[config.mk]
export PLATFORM = sky130hd
export DESIGN_NAME = xmon_top
export DESIGN_NICKNAME = d
export VERILOG_FILES = /design/src/rtl/xmon_pkg.sv /design/src/rtl/xmon_slot.sv /design/src/rtl/xmon_arbiter.sv /design/src/rtl/xmon_resp.sv /design/src/rtl/xmon_top.sv
export SDC_FILE = /design/constraint.sdc
export NUM_CORES = 1
export LEC_CHECK = 0
export BUFFER_PORTS_ARGS = -buffer_cell sky130_fd_sc_hd__buf_2
export CELL_PAD_IN_SITES_DETAIL_PLACEMENT = 1
export CELL_PAD_IN_SITES_GLOBAL_PLACEMENT = 1
export CORE_AREA = 2 2 219 221
export DETAILED_ROUTE_END_ITERATION = 8
export DIE_AREA = 0 0 221 223
export PLACE_DENSITY_LB_ADDON = 0.1
export RECOVER_POWER = 25
export SKIP_CTS_REPAIR_TIMING = 1
export SLEW_MARGIN = 25
export SYNTH_ARGS = -nofsm -noshare
export SYNTH_HDL_FRONTEND = slang
export SYNTH_SLANG_ARGS = --single-unit
[constraint.sdc]
create_clock -name clk -period 3 [get_ports clk]
set_input_delay 0.15 -clock clk [delete_from_list [all_inputs] [get_ports clk]]
set_output_delay 0.15 -clock clk [all_outputs]
set_load 0.05 [all_outputs]
[src/rtl/xmon_pkg.sv]
package xmon_pkg;

    typedef enum logic [1:0] {
        XOP_LOAD  = 2'd0,
        XOP_STORE = 2'd1,
        XOP_LDEX  = 2'd2,
        XOP_STEX  = 2'd3
    } xop_e;

    typedef struct packed {
        logic vld;
        logic fail;
    } xrsp_t;

    function automatic logic op_is(input logic v, input logic [1:0] op, input xop_e kind);
        return v && (xop_e'(op) == kind);
    endfunction

endpackage

[src/rtl/xmon_slot.sv]
module xmon_slot #(
    parameter int N   = 4,
    parameter int GW  = 29,
    parameter int IDX = 0
) (
    input  logic                 clk,
    input  logic                 rst,
    input  logic                 own_ldex,
    input  logic                 own_stex,
    input  logic [GW-1:0]        own_gran,
    input  logic [N-1:0][GW-1:0] wr_gran,
    input  logic [N-1:0]         plain_wr,
    input  logic [N-1:0]         stex_wr,
    input  logic                 ext_vld,
    input  logic [GW-1:0]        ext_gran,
    output logic                 stex_ok
);

    typedef struct packed {
        logic          vld;
        logic [GW-1:0] gran;
    } resv_t;

    resv_t resv_q, resv_d;
    logic  same_cycle_hit;
    logic  kill;

    always_comb begin
        same_cycle_hit = ext_vld && (ext_gran == own_gran);
        kill           = ext_vld && (ext_gran == resv_q.gran);
        for (int j = 0; j < N; j++) begin
            if (j != IDX) begin
                if (plain_wr[j] && (wr_gran[j] == own_gran))
                    same_cycle_hit = 1'b1;
                if ((plain_wr[j] || stex_wr[j]) && (wr_gran[j] == resv_q.gran))
                    kill = 1'b1;
            end
        end
    end

    assign stex_ok = own_stex && resv_q.vld && (resv_q.gran == own_gran) && !same_cycle_hit;

    always_comb begin
        resv_d = resv_q;
        if (own_ldex) begin
            resv_d.vld  = 1'b1;
            resv_d.gran = own_gran;
        end else if (own_stex) begin
            resv_d.vld = 1'b0;
        end else if (kill) begin
            resv_d.vld = 1'b0;
        end
    end

    always_ff @(posedge clk) begin
        if (rst) begin
            resv_q <= '0;
        end else begin
            resv_q <= resv_d;
        end
    end

endmodule

[src/rtl/xmon_arbiter.sv]
module xmon_arbiter #(
    parameter int N  = 4,
    parameter int GW = 29
) (
    input  logic [N-1:0]         ok,
    input  logic [N-1:0][GW-1:0] gran,
    output logic [N-1:0]         grant
);

    for (genvar i = 0; i < N; i++) begin : g_req
        logic blocked;
        always_comb begin
            blocked = 1'b0;
            for (int j = 0; j < i; j++) begin
                if (ok[j] && (gran[j] == gran[i]))
                    blocked = 1'b1;
            end
        end
        assign grant[i] = ok[i] && !blocked;
    end

endmodule

[src/rtl/xmon_resp.sv]
module xmon_resp
    import xmon_pkg::*;
#(
    parameter int N = 4
) (
    input  logic         clk,
    input  logic         rst,
    input  logic [N-1:0] stex,
    input  logic [N-1:0] grant,
    output logic [N-1:0] rsp_valid,
    output logic [N-1:0] rsp_fail
);

    xrsp_t [N-1:0] rsp_q;

    for (genvar i = 0; i < N; i++) begin : g_rsp
        always_ff @(posedge clk) begin
            if (rst) begin
                rsp_q[i] <= '0;
            end else begin
                rsp_q[i].vld  <= stex[i];
                rsp_q[i].fail <= stex[i] && !grant[i];
            end
        end
        assign rsp_valid[i] = rsp_q[i].vld;
        assign rsp_fail[i]  = rsp_q[i].fail;
    end

endmodule

[src/rtl/xmon_top.sv]
module xmon_top
    import xmon_pkg::*;
#(
    parameter int N        = 4,
    parameter int AW       = 32,
    parameter int GRAN_LSB = 3
) (
    input  logic                 clk,
    input  logic                 rst,
    input  logic [N-1:0]         req_valid,
    input  logic [N-1:0][1:0]    req_op,
    input  logic [N-1:0][AW-1:0] req_addr,
    input  logic                 ext_wr_valid,
    input  logic [AW-1:0]        ext_wr_addr,
    output logic [N-1:0]         mem_we,
    output logic [N-1:0]         rsp_valid,
    output logic [N-1:0]         rsp_fail
);

    localparam int GW = AW - GRAN_LSB;

    logic [N-1:0][GW-1:0] gran;
    logic [GW-1:0]        ext_gran;
    logic [N-1:0]         is_st, is_ldex, is_stex;
    logic [N-1:0]         stex_ok, grant;
    logic                 unused_lo;

    always_comb begin
        unused_lo = ^ext_wr_addr[GRAN_LSB-1:0];
        for (int i = 0; i < N; i++)
            unused_lo = unused_lo ^ (^req_addr[i][GRAN_LSB-1:0]);
    end

    assign ext_gran = ext_wr_addr[AW-1:GRAN_LSB];

    for (genvar i = 0; i < N; i++) begin : g_dec
        assign gran[i]    = req_addr[i][AW-1:GRAN_LSB];
        assign is_st[i]   = op_is(req_valid[i], req_op[i], XOP_STORE);
        assign is_ldex[i] = op_is(req_valid[i], req_op[i], XOP_LDEX);
        assign is_stex[i] = op_is(req_valid[i], req_op[i], XOP_STEX);
    end

    for (genvar i = 0; i < N; i++) begin : g_slot
        xmon_slot #(.N(N), .GW(GW), .IDX(i)) u_slot (
            .clk      (clk),
            .rst      (rst),
            .own_ldex (is_ldex[i]),
            .own_stex (is_stex[i]),
            .own_gran (gran[i]),
            .wr_gran  (gran),
            .plain_wr (is_st),
            .stex_wr  (grant),
            .ext_vld  (ext_wr_valid),
            .ext_gran (ext_gran),
            .stex_ok  (stex_ok[i])
        );
    end

    xmon_arbiter #(.N(N), .GW(GW)) u_arb (
        .ok    (stex_ok),
        .gran  (gran),
        .grant (grant)
    );

    xmon_resp #(.N(N)) u_resp (
        .clk       (clk),
        .rst       (rst),
        .stex      (is_stex),
        .grant     (grant),
        .rsp_valid (rsp_valid),
        .rsp_fail  (rsp_fail)
    );

    assign mem_we = is_st | grant;

endmodule

==> results.md <==
- CTS sink count: approximately 130
- CP cell instances: xnor2_1 > nand4_1 > nor4_2 > buf_4 > o211ai_1 > a221o_1 > o31a_4 > inv_1 > buf_6
- Number of buffers created by CTS: 17
- Fin crit period: 3.08 ns
- Sw power: 3.00 mW
- Mean area per synthesized cell: 7.65 sq um
- Commonest non-fill, non-tap cell in the layout: xnor2_1
- Data required, critical path: roughly 2.9 ns
- Arrival @ worst endpoint: 2.93 ns
- # diodes: 0
- Die ar.: 0.0493 sq mm
- Net Count, Synth: 2304
- Combinational share of power: 44.6%
- RSZ-0062 raised after global routing: true
- Initial Util: 34.5%
- Fin nets: ~2700
- Row Count: 80
- All-Layer GR Usage: 48.3%
- Setup crit start kind: flop
- Power Internal: 4.10 mW
- Crit share post-route: 103%
- Starting DRT DRC Count: 2711
- Die H: 223 microns
- Initial antenna violation count: 0
- Least-Margin Pin Slew: 2.23 ns
- CP max stage cell: a221o_1
- Top-level I/O count: 187
- Violated checks: hold timing, capacitance limit, slew limit, setup timing
- Largest vdd supply drop: 339 uV
- Setup Viol. Count Final: 3
- Flops & latches, synth: 128
- Max-slew headroom: -48.5%
- Hold Vio Cnt, Final: 1
- Die Wd: 221 microns
- Area Growth Syn to Fin: 33.0%
- DRC viols: 0
- Upper clock frequency limit: between 0.3 and 0.4 GHz
- Slew Limit Fails: 110
- Async SR Flop Fraction: 0%
- CTS max path bufs: 2
- Power per standard cell area: 328 mW/mm^2
- Yosys cell types: 65
- Sequential cell area: about 0.0026 sq mm
- Port Buffers: 171
- Htree depth: 4
- Cell Count, Final, Fillers Out: 3137
- Clock share of power: 29.9%
- Pre-antenna DRT Iters: 8
- Status: complete, but fails checks
- EDFF count, synth: 0
- Area of the mapped netlist: 0.0163 sq mm
- CP Class: flop to output port
- Fin worst setup slack: -0.0825 ns
- Mapped Cells: 2129
- CTS Root Buffer Type: clkbuf_16
- Core Area: 0.0471 sq mm
- WL/cell: 39.1 microns
- Hold_ws: -0.0233 ns
- Layout cells sized above 1: about 31%
- Fillers: about 5700
- Cell count after placement: 3083
- Switching share of power: 42.3%
- Reg power frac: 25.5%
- Register area share after synthesis: 15.7%
- Max Cap Viol: 2
- CP Capture Type: output port
- TritonCTS clock tree: built
- Clock slew at reported path FFs: 0.06 ns
- Vias in the first global route: ~19000
- Worst-path maximum fanout: 3
- CP peak stage delay: 0.40 ns
- Global-route wire length before repair: 161 mm
- Detail Route Antenna Nets: 0
- Largest net degree at the start of global routing: 80
- GRT Residual Overflow: 0
- HPWL Detailed: around 97 mm
- Via count: 19400
- Leak Pwr: 8.49 nW
- Area of the multi-input gates: 0.0125 sq mm
- Clk_lat worst skew: 0.52 ns
- Vias/cell: 6.19
- YS warnings: 0
- Most frequent cells in the layout: xnor2_1 (452), buf_4 (420), xor2_1 (377)
- Top_reg_cell synth: dfxtp_1
- Hold Path Class: input pin to flop
- WL final: roughly 120 mm
- GPL Wtd Cong: roughly 1.1
- Layout Skew: 0.0172 ns
## power groups by stage
| stage | logic [mW] | clock network (mW) | registers, mW |
|---|---|---|---|
| after detailed placement | 2.95 | 0 | 1.84 |
| after floorplan | 1.56 | 0 | 1.81 |
| after CTS | 2.97 | 2.13 | 1.80 |
| after global routing | 3.20 | 2.19 | 1.81 |
| final | 3.17 | 2.12 | 1.81 |
| after global placement | 2.91 | 0 | 1.83 |
## flip-flops by register name, indices dropped and copies added (netlist names)
| name | flops |
|---|---|
| g_slot.u_slot.resv_q | 120 |
| u_resp.rsp_fail | 4 |
| u_resp.rsp_valid | 4 |
## Yosys cell counts (8+ instances only)
cell / number / area (sq um)
a21oi_1: 119 / 596
buf_1: 9 / 33.8
buf_2: 116 / 581
buf_4: 36 / 270
buf_6: 24 / 270
clkbuf_1: 115 / 432
dfxtp_1: 128 / 2560
nand2_1: 258 / 968
nand3_1: 27 / 135
nand4_1: 174 / 1090
nor2_1: 25 / 93.8
nor3_1: 19 / 95.1
nor4_1: 124 / 776
or4_1: 8 / 60.1
xnor2_1: 487 / 4270
xor2_1: 379 / 3320
## final timing paths
| kind | start | endpoint | slack [ns] | depth (start not counted) |
|---|---|---|---|---|
| worst max-delay path | g_slot[1].u_slot.resv_q[0] | mem_we[1] | -0.08 | 9 |
| worst min-delay path | req_addr[61] | g_slot[1].u_slot.resv_q[26] | -0.02 | 3 |
| worst max register to register | g_slot[0].u_slot.resv_q[1] | g_slot[0].u_slot.resv_q[29] | 0.14 | 12 |
| worst min register to register | g_slot[3].u_slot.resv_q[7] | g_slot[3].u_slot.resv_q[7] | 0.65 | 3 |
## metal layers
layer	track usage, %	up-vias	routed length [microns]
met1	60.8	9688	47700
met3	14.4	485	14300
met4	34.3	0	10500
li1	-	7795	-
met2	70.3	1444	50300
met5	0	-	0
## cell families after synthesis
| kind of cell | after synthesis | synth area share, % |
|---|---|---|
| AO/OA/AOI/OAI | 152 | 5.64 |
| buffers and inverters | 306 | 9.95 |
| XOR/XNOR | 867 | 46.7 |
| flip-flops | 128 | 15.7 |
| AND/OR/NAND/NOR | 676 | 22.0 |
## per-stage QoR
stage / setup TNS (ns) / total power, mW / cell area [sq um] / setup WS [ns] / util [%]
2_1_floorplan: 0 / 3.37 / 16300 / 0.622 / -
4_1_cts: -1.30 / 6.90 / 21000 / -0.419 / 44.6
3_3_place_gp: 0 / 4.75 / 20500 / 0.0200 / 43.4
5_1_grt: -0.364 / 7.20 / 21700 / -0.144 / 45.9
3_5_place_dp: -0.118 / 4.79 / 20500 / -0.0631 / 43.4
6_report: -0.149 / 7.10 / 21700 / -0.0825 / 45.9
## area by class of cell
type,count,share of cell area (%)
clock buffers,19,2.00
clock inverters,12,0.531
inverters,5,0.0867
multi-input cells,1695,57.8
flip-flops and latches,128,11.9
well taps,615,3.55
repair buffers,663,24.1
## critical path, delay by kind of cell (launching register included)
family / cells / cell delay, ns
DFF: 1 / 0.33
xor gates and xnor gates: 1 / 0.29
AOI/OAI and AO/OA: 3 / 0.93
and+or+nand+nor: 2 / 0.44
buffers and inverters: 3 / 0.44
(Power assumes the default switching activity.)
